--- src/rtl/din_cond_pkg.sv ---
package din_cond_pkg;

    typedef enum logic [1:0] {
        BS_IDLE  = 2'd0,
        BS_WRITE = 2'd1,
        BS_READ  = 2'd2,
        BS_DONE  = 2'd3
    } bus_state_t;

    localparam int REG_STATUS = 0;
    localparam int REG_FUNCEN = 1;
    localparam int REG_INVERT = 2;
    localparam int REG_FRCEN  = 3;
    localparam int REG_FRCVAL = 4;
    localparam int REG_RAW    = 5;
    localparam int REG_THRESH = 6;

endpackage

--- src/rtl/din_sync.sv ---
module din_sync #(
    parameter int WIDTH  = 6,
    parameter int STAGES = 2
) (
    input  logic             clk,
    input  logic             rst_n,
    input  logic [WIDTH-1:0] async_in,
    output logic [WIDTH-1:0] sync_out
);

    generate
        for (genvar b = 0; b < WIDTH; b++) begin : g_bit
            logic [STAGES-1:0] chain;
            always_ff @(posedge clk) begin
                if (!rst_n) begin
                    chain <= '0;
                end else begin
                    chain <= {chain[STAGES-2:0], async_in[b]};
                end
            end
            assign sync_out[b] = chain[STAGES-1];
        end
    endgenerate

endmodule

--- src/rtl/din_cfg_regs.sv ---
module din_cfg_regs
    import din_cond_pkg::*;
#(
    parameter int NUM_IN   = 6,
    parameter int NUM_FUNC = 3,
    parameter int NUM_THR  = 4,
    parameter int DATA_W   = 32,
    parameter int ADDR_W   = 3
) (
    input  logic              clk,
    input  logic              rst_n,
    input  logic              req_valid,
    input  logic              req_write,
    input  logic [ADDR_W-1:0] req_addr,
    input  logic [DATA_W-1:0] req_wdata,
    input  logic [DATA_W-1:0] status_in,
    input  logic [NUM_IN-1:0] raw_in,
    output logic              rsp_ready,
    output logic [DATA_W-1:0] rsp_rdata,
    output logic [NUM_FUNC-1:0] func_en,
    output logic [NUM_IN-1:0] invert,
    output logic [NUM_IN-1:0] force_en,
    output logic [NUM_IN-1:0] force_val,
    output logic [NUM_IN-1:0] thresh
);

    bus_state_t        state_q, state_d;
    logic [ADDR_W-1:0] addr_q;
    logic [NUM_IN-1:0] wdata_q;
    logic [NUM_FUNC-1:0] en_q;
    logic [NUM_IN-1:0] inv_q, fen_q, fval_q;
    logic [NUM_THR-1:0] thr_q;
    logic [DATA_W-1:0] rdata_q, rd_mux;
    logic              unused_wdata_hi;

    assign unused_wdata_hi = ^req_wdata[DATA_W-1:NUM_IN];

    // state register
    always_ff @(posedge clk) begin
        if (!rst_n) begin
            state_q <= BS_IDLE;
        end else begin
            state_q <= state_d;
        end
    end

    // next-state logic
    always_comb begin
        state_d = state_q;
        unique case (state_q)
            BS_IDLE:  if (req_valid) state_d = req_write ? BS_WRITE : BS_READ;
            BS_WRITE: state_d = BS_DONE;
            BS_READ:  state_d = BS_DONE;
            BS_DONE:  state_d = BS_IDLE;
            default:  state_d = BS_IDLE;
        endcase
    end

    // outputs of the FSM
    always_comb begin
        rsp_ready = 1'b0;
        unique case (state_q)
            BS_IDLE:  rsp_ready = 1'b0;
            BS_WRITE: rsp_ready = 1'b0;
            BS_READ:  rsp_ready = 1'b0;
            BS_DONE:  rsp_ready = 1'b1;
            default:  rsp_ready = 1'b0;
        endcase
    end

    // request capture
    always_ff @(posedge clk) begin
        if (!rst_n) begin
            addr_q  <= '0;
            wdata_q <= '0;
        end else if (state_q == BS_IDLE && req_valid) begin
            addr_q  <= req_addr;
            wdata_q <= req_wdata[NUM_IN-1:0];
        end
    end

    // configuration storage
    always_ff @(posedge clk) begin
        if (!rst_n) begin
            en_q   <= '0;
            inv_q  <= '0;
            fen_q  <= '0;
            fval_q <= '0;
            thr_q  <= '0;
        end else if (state_q == BS_WRITE) begin
            if (addr_q == ADDR_W'(REG_FUNCEN)) en_q   <= wdata_q[NUM_FUNC-1:0];
            if (addr_q == ADDR_W'(REG_INVERT)) inv_q  <= wdata_q;
            if (addr_q == ADDR_W'(REG_FRCEN))  fen_q  <= wdata_q;
            if (addr_q == ADDR_W'(REG_FRCVAL)) fval_q <= wdata_q;
            if (addr_q == ADDR_W'(REG_THRESH)) thr_q  <= wdata_q[NUM_THR-1:0];
        end
    end

    // read selection
    always_comb begin
        rd_mux = '0;
        if      (addr_q == ADDR_W'(REG_STATUS)) rd_mux = status_in;
        else if (addr_q == ADDR_W'(REG_FUNCEN)) rd_mux = DATA_W'(en_q);
        else if (addr_q == ADDR_W'(REG_INVERT)) rd_mux = DATA_W'(inv_q);
        else if (addr_q == ADDR_W'(REG_FRCEN))  rd_mux = DATA_W'(fen_q);
        else if (addr_q == ADDR_W'(REG_FRCVAL)) rd_mux = DATA_W'(fval_q);
        else if (addr_q == ADDR_W'(REG_RAW))    rd_mux = DATA_W'(raw_in);
        else if (addr_q == ADDR_W'(REG_THRESH)) rd_mux = DATA_W'(thr_q);
    end

    always_ff @(posedge clk) begin
        if (!rst_n) begin
            rdata_q <= '0;
        end else if (state_q == BS_READ) begin
            rdata_q <= rd_mux;
        end
    end

    assign rsp_rdata = rdata_q;
    assign func_en   = en_q;
    assign invert    = inv_q;
    assign force_en  = fen_q;
    assign force_val = fval_q;
    assign thresh    = NUM_IN'(thr_q);

endmodule

--- src/rtl/din_condition.sv ---
module din_condition #(
    parameter int NUM_IN   = 6,
    parameter int NUM_FUNC = 3,
    parameter int DATA_W   = 32
) (
    input  logic              clk,
    input  logic              rst_n,
    input  logic [NUM_IN-1:0] level_in,
    input  logic [NUM_IN-1:0] force_en,
    input  logic [NUM_IN-1:0] force_val,
    input  logic [NUM_IN-1:0] invert,
    input  logic [NUM_FUNC-1:0] func_en,
    output logic [DATA_W-1:0] status
);

    localparam int LEVEL_BASE = DATA_W / 2;

    logic [NUM_IN-1:0] picked, cond;
    logic [DATA_W-1:0] status_d;

    generate
        for (genvar i = 0; i < NUM_IN; i++) begin : g_cond
            assign picked[i] = force_en[i] ? force_val[i] : level_in[i];
            assign cond[i]   = picked[i] ^ invert[i];
        end
    endgenerate

    always_comb begin
        status_d = '0;
        for (int i = 0; i < NUM_IN; i++) begin
            status_d[LEVEL_BASE + i] = cond[i];
        end
        for (int f = 0; f < NUM_FUNC; f++) begin
            status_d[f] = cond[f] & func_en[f];
        end
    end

    always_ff @(posedge clk) begin
        if (!rst_n) begin
            status <= '0;
        end else begin
            status <= status_d;
        end
    end

endmodule

--- src/rtl/din_cond_top.sv ---
module din_cond_top #(
    parameter int NUM_IN      = 6,
    parameter int NUM_FUNC    = 3,
    parameter int NUM_THR     = 4,
    parameter int DATA_W      = 32,
    parameter int ADDR_W      = 3,
    parameter int SYNC_STAGES = 2
) (
    input  logic              clk,
    input  logic              rst_n,
    input  logic [NUM_IN-1:0] in_pins,
    input  logic              bus_valid,
    input  logic              bus_write,
    input  logic [ADDR_W-1:0] bus_addr,
    input  logic [DATA_W-1:0] bus_wdata,
    output logic              bus_ready,
    output logic [DATA_W-1:0] bus_rdata,
    output logic [DATA_W-1:0] status_word,
    output logic [NUM_IN-1:0] thresh_sel
);

    logic [NUM_IN-1:0]   sync_q;
    logic [NUM_FUNC-1:0] func_en;
    logic [NUM_IN-1:0]   invert, force_en, force_val;

    din_sync #(.WIDTH(NUM_IN), .STAGES(SYNC_STAGES)) u_sync (
        .clk      (clk),
        .rst_n    (rst_n),
        .async_in (in_pins),
        .sync_out (sync_q)
    );

    din_cfg_regs #(
        .NUM_IN(NUM_IN), .NUM_FUNC(NUM_FUNC), .NUM_THR(NUM_THR),
        .DATA_W(DATA_W), .ADDR_W(ADDR_W)
    ) u_regs (
        .clk       (clk),
        .rst_n     (rst_n),
        .req_valid (bus_valid),
        .req_write (bus_write),
        .req_addr  (bus_addr),
        .req_wdata (bus_wdata),
        .status_in (status_word),
        .raw_in    (sync_q),
        .rsp_ready (bus_ready),
        .rsp_rdata (bus_rdata),
        .func_en   (func_en),
        .invert    (invert),
        .force_en  (force_en),
        .force_val (force_val),
        .thresh    (thresh_sel)
    );

    din_condition #(.NUM_IN(NUM_IN), .NUM_FUNC(NUM_FUNC), .DATA_W(DATA_W)) u_cond (
        .clk       (clk),
        .rst_n     (rst_n),
        .level_in  (sync_q),
        .force_en  (force_en),
        .force_val (force_val),
        .invert    (invert),
        .func_en   (func_en),
        .status    (status_word)
    );

endmodule

--- config.mk ---
export PLATFORM = sky130hd
export DESIGN_NAME = din_cond_top
export DESIGN_NICKNAME = d
export VERILOG_FILES = /design/src/rtl/din_cond_pkg.sv /design/src/rtl/din_sync.sv /design/src/rtl/din_cfg_regs.sv /design/src/rtl/din_condition.sv /design/src/rtl/din_cond_top.sv
export SDC_FILE = /design/constraint.sdc
export NUM_CORES = 1
export LEC_CHECK = 0
export BUFFER_PORTS_ARGS = -buffer_cell sky130_fd_sc_hd__buf_2
export CORE_ASPECT_RATIO = 1.25
export CORE_UTILIZATION = 40
export CTS_BUF_LIST = sky130_fd_sc_hd__clkbuf_8
export CTS_CLUSTER_SIZE = 16
export DETAILED_ROUTE_END_ITERATION = 12
export GPL_TIMING_DRIVEN = 0
export SLEW_MARGIN = 20
export SYNTH_ARGS = -nofsm -noshare
export SYNTH_HDL_FRONTEND = slang
export SYNTH_HIERARCHICAL = 1
export SYNTH_SLANG_ARGS = --single-unit
--- constraint.sdc ---
create_clock -name clk -period 3.6 [get_ports clk]
set_input_delay 0.18 -clock clk [delete_from_list [all_inputs] [get_ports clk]]
set_output_delay 0.18 -clock clk [all_outputs]
set_load 0.01 [all_outputs]
## After elaboration in Yosys (flattened, before gate mapping)

Index checks and enable logic that the tools add are counted.
W data, S select, Z words.

- Bits in registers: 112
- Output and inout bits: 71

- Equality and inequality tests: 10
- Multiplexer cells: 17
- Bitwise gates (word level): 9
- Reductions and logical operators: 10

Operators by type and width:

| kind | number |
|---|---|
| $mux W32 | 6 |
| $reduce_and A2 Y1 | 5 |
| $eq A3 B3 Y1 const B | 3 |
| $eq A3 B2 Y1 const B | 2 |
| $mux W1 | 6 |
| $pmux W2 S3 | 1 |
| $xor A1 B1 Y1 | 6 |
| $eq A2 B2 Y1 const B | 2 |
| $mux W2 | 2 |
| $mux W4 | 1 |
| $and A1 B1 Y1 | 3 |
| $eq A3 B1 Y1 const B | 1 |
| $logic_not A3 Y1 | 1 |
| $reduce_or A3 Y1 | 1 |
| $eq A2 B1 Y1 const B | 1 |
| $logic_not A2 Y1 | 1 |
| $ne A2 B2 Y1 const B | 1 |
| $pmux W1 S2 | 1 |
| $reduce_or A2 Y1 | 1 |
| $logic_and A1 B1 Y1 | 1 |

## Depth between registers and ports, before layout

- Depth after elaboration: 8
- Gate-level depth with buffers: 7
- Depth with buffers taken out: 6

## Hierarchy

Netlist, hierarchy kept.

By module, submodules not included:

| module | instances | cells an instance | area each (sq um) | seq. area each (sq um) |
|---|---|---|---|---|
| din_cfg_regs | 1 | 334 | 3115.5 | 1361.3 |
| din_condition | 1 | 67 | 623.1 | 180.2 |
| din_sync | 1 | 31 | 381.6 | 240.2 |

## Worst setup path after synthesis

No wires, ideal clock.

- Path kind: reg2reg
- Start point: reg u_regs.state_q[0]
- End point: reg u_regs.rdata_q[14] (netlist: u_regs/rsp_rdata[14])
- Arrival time: 1.369 ns
- Required time: 3.485 ns
- Setup slack: 2.116 ns
- Stages on the path, launching flop included: 8
- Period minus slack after synthesis: 1.484 ns
- Path through: dfxtp_1 -> inv_1 -> ha_1 -> clkbuf_1 -> clkbuf_1 -> nor2b_1 -> a21oi_1 -> nor2b_1

- Word-level cells in the longest chain between the ends: 1

RTL lines:

| what | line | RTL |
|---|---|---|
| from (decl) | din_cfg_regs.sv:27 | `bus_state_t state_q, state_d;` |
| from (signal assigned) | din_cfg_regs.sv:43 | `state_q <= state_d;` |
| $eq A2 B2 Y1 | din_cfg_regs.sv:114 | `end else if (state_q == BS_READ) begin` |
| to (signal assigned) | din_cfg_regs.sv:115 | `rdata_q <= rd_mux;` |
| to (decl) | din_cfg_regs.sv:33 | `logic [DATA_W-1:0] rdata_q, rd_mux;` |

No other way between the ends.
A chain may end at the register's enable or synchronous reset.

## Final worst setup path

- Start point: reg u_regs.state_q[0]
- End point: reg u_regs.rdata_q[2] (netlist: u_regs/rsp_rdata[2])

Same word-level chain as after synthesis.

==> flow_summary.yaml <==
sta:
  fin_tns_setup_ps: 0
  rsz0062_at_grt: "no"
  timing.final.ws_setup_ps: 1602
  hold_violations: 0
  period_minus_slack_ps: 1998
  worstMarginPinSlew_ps: 840.6
  maxSlewHeadroom_pct: 43.65
  max_freq_mhz: 500.5
  slew_viol_final: 0
  setup_viol: 0
  fin_skew_ps: 7.051
  min_period_over_period_pct: 55.50
  holdWs_ps: 21.59
place:
  gp_congestion: 0.8503
  port_buffers: 64
  place_ws_ps: 1603
  placed_area_mm2: 0.004688
  dp_hpwl_um: 7043
worst_setup_path:
  crit_fanout: 10
  start_kind: "flop"
  crit_type: "flop to flop"
  cp_top_family: "buffers and inverters"
  cp-end-kind: "flop"
  cp_slowest_cell: "clkbuf_1"
  crit_chain: "inv_1, ha_1, clkbuf_1, clkbuf_1, o21ai_0, nor3_1"
  required_ps: 3870
  cp.arrival_ps: 2270
  cpMostUsedCell: "clkbuf_1"
  slowest_delay_ps: 440
  path_buf_inv: 3
routing:
  drc_errors: 0
  first_pass_iters: 4
  drtIter0Drc: 97
  post_drt_wl_per_cell_um: 14.46
  routed_wirelength_um: 9602
  drtAntennaViolNets: 0
  via_per_inst: 4.718
  via_count: 3133
cells_and_area:
  final_net_count: 580
  post-route-util_pct: 49.05
  antennaDiodeCount: 0
  fillers: 1001
  final_cell_mix: "dfxtp_1 (89), nor2b_1 (81), buf_2 (69), mux2i_1 (51), buf_4 (31)"
  seq_area_mm2: 0.001782
  mostFrequentLayoutCell: "dfxtp_1"
  area_growth_syn_to_layout_pct: 19.71
  fin_area_mm2: 0.004932
  drive_gt1_share_pct: 24.86
  multi_input_area_mm2: 0.002039
global_routing:
  grt_max_degree: 19
  grt_pass1_wl_um: 14840
  grt_pass1_vias: 2943
  grt_util_met2_pct: 32.55
  grt.met3_usage_pct: 2.953
  antenna_found_initial: 0
  top_usage_layer: "met2"
  grtUsageTotal_pct: 18.23
  gr-usage-met1_pct: 21.74
  grt_overflow: 0
logic_synthesis:
  avgSynthCellArea_um2: 9.538
  syn_inst: 432
  syn-cell-area_mm2: 0.004120
  synthTopCellsByArea: "dfxtp_1 (43%), mux2i_1 (12%), nor2b_1 (12%)"
  synth_cell_types: 35
  synth_top_area_share_pct: 43.24
  yosysWarnings: 6
  synth_area_leader_cell: "dfxtp_1"
  yosysSeqAreaShare_pct: 43.24
  synth_seq_cells: 89
pwr:
  internal-power_mw: 1.779
  sequentialPowerShare_pct: 44.4
  ir_drop_mv: 0.2413
  power_frac_clock_pct: 32.7
  powerDensity_mw_per_mm2: 509.9
  p_sw_share_pct: 29.25
  p_leak_nw: 2.174
  power.share.combinational_pct: 22.9
  p_switching_uw: 735.7
status:
  status: "finished clean"
cts:
  cts_setup_buffers: 0
  clockBufferDepth: 2
  numCtsBuffers: 9
  cts_max_level: 3
  cts_tree: "done"
  hold_buffers: 0
  post_cts_resized: 0
  clkTransAtPathRegs_ps: 80
  cts_sinks: 89
  root_buffer: "clkbuf_8"
  clk_latency_ps: 360
floorplan:
  die_h_um: 115.5
  core_mm2: 0.01005
  fp.dieW_um: 92.78
  std_cell_rows: 41
  start_util_pct: 40.98
  ios: 116
  die_area_mm2: 0.01071
min_path:
  hold_path_class: "primary input to flop"
run:
  drv_cap: 0
[final timing paths]
| kind | from | to | slack, ps | cells past startpoint |
|---|---|---|---|---|
| setup / recovery | u_regs/state_q[0]$_SDFFE_PN0P_ | u_regs/rsp_rdata[2]$_SDFFE_PN0N_ | 1600 | 6 |
| hold / removal | in_pins[3] | u_sync/g_bit[3].chain[0]$_SDFF_PN0_ | 20 | 2 |
| setup reg to reg | u_regs/state_q[0]$_SDFFE_PN0P_ | u_regs/rsp_rdata[2]$_SDFFE_PN0N_ | 1600 | 6 |
| hold reg to reg | u_sync/g_bit[1].chain[0]$_SDFF_PN0_ | u_sync/g_bit[1].chain[1]$_SDFF_PN0_ | 450 | 1 |
[cells in the mapped netlist, drive strengths merged]
| cell | n |
|---|---|
| and2 | 12 |
| or2b | 6 |
| clkbuf | 14 |
| mux2i | 51 |
| inv | 4 |
| a21oi | 30 |
| o21ai | 11 |
| or2 | 1 |
| nor2b | 81 |
| a21boi | 9 |
| conb | 2 |
| nor2 | 4 |
| nor3b | 2 |
| nand2 | 20 |
| nand4b | 2 |
| nand3 | 12 |
| nand3b | 6 |
| mux2 | 2 |
| o22ai | 3 |
| nor3 | 5 |
| nand4 | 1 |
| a211oi | 2 |
| o22a | 4 |
| a22oi | 2 |
| ha | 5 |
| o211ai | 1 |
| nand2b | 6 |
| buf | 42 |
| dfxtp | 89 |
| a31oi | 3 |
[per-layer routing]
layer	vias up	routed length, um
met5	-	0
met4	0	142
met3	13	374
met2	80	4803
met1	1450	4282
li1	1590	-
[stage by stage]
stage | cells | power (mW)
after global routing | 664 | 2.644
after floorplan | 455 | 1.534
after CTS | 664 | 2.532
final | 664 | 2.515
after detailed placement | 648 | 1.716
after global placement | 648 | 1.704
[flip-flops by register name, summed over array words and instances (netlist names)]
name,flops
u_regs/func_en,3
u_regs/addr_q,3
u_regs/wdata_q,6
u_cond/status,9
u_sync/g_bit.chain,12
u_regs/force_val,6
u_regs/state_q,2
u_regs/rsp_rdata,32
u_regs/invert,6
u_regs/force_en,6
u_regs/thr_q,4
[kinds of logic (layout without fill, tap and decap cells)]
group,Yosys count,in the layout,synth area share (%)
mux,53,53,12.94
other cells,2,25,0.1823
flops,89,89,43.24
compound gates,65,65,9.292
buf+inv,60,140,9.353
fa+ha+maj,5,5,1.518
simple gates,158,158,23.47
[worst register-to-register path, cell delays in order (launching register included)]
cell	delay (ps)
dfxtp_1	340
inv_1	110
ha_1	230
clkbuf_1	390
clkbuf_1	440
o21ai_0	180
nor3_1	230
[power by group through the flow]
| stage | combinational [mW] | clock (mW) | sequential, mW |
|---|---|---|---|
| detailed placement | 0.576 | 0 | 1.14 |
| floorplan | 0.383 | 0 | 1.15 |
| global placement | 0.568 | 0 | 1.14 |
| global route | 0.637 | 0.880 | 1.13 |
| finish | 0.577 | 0.822 | 1.12 |
| CTS | 0.578 | 0.837 | 1.12 |
[area by class of cell]
class                      instances  area share [%]
inverter                           4          0.3044
clock buffer                      10           2.790
clock inverter                     6           2.156
tap                              129           3.272
sequential                        89           36.12
timing repair buffer              64           6.494
buffer                            56           7.509
multi-input combinational        306           41.35
Power figures use the tool's default switching activity.
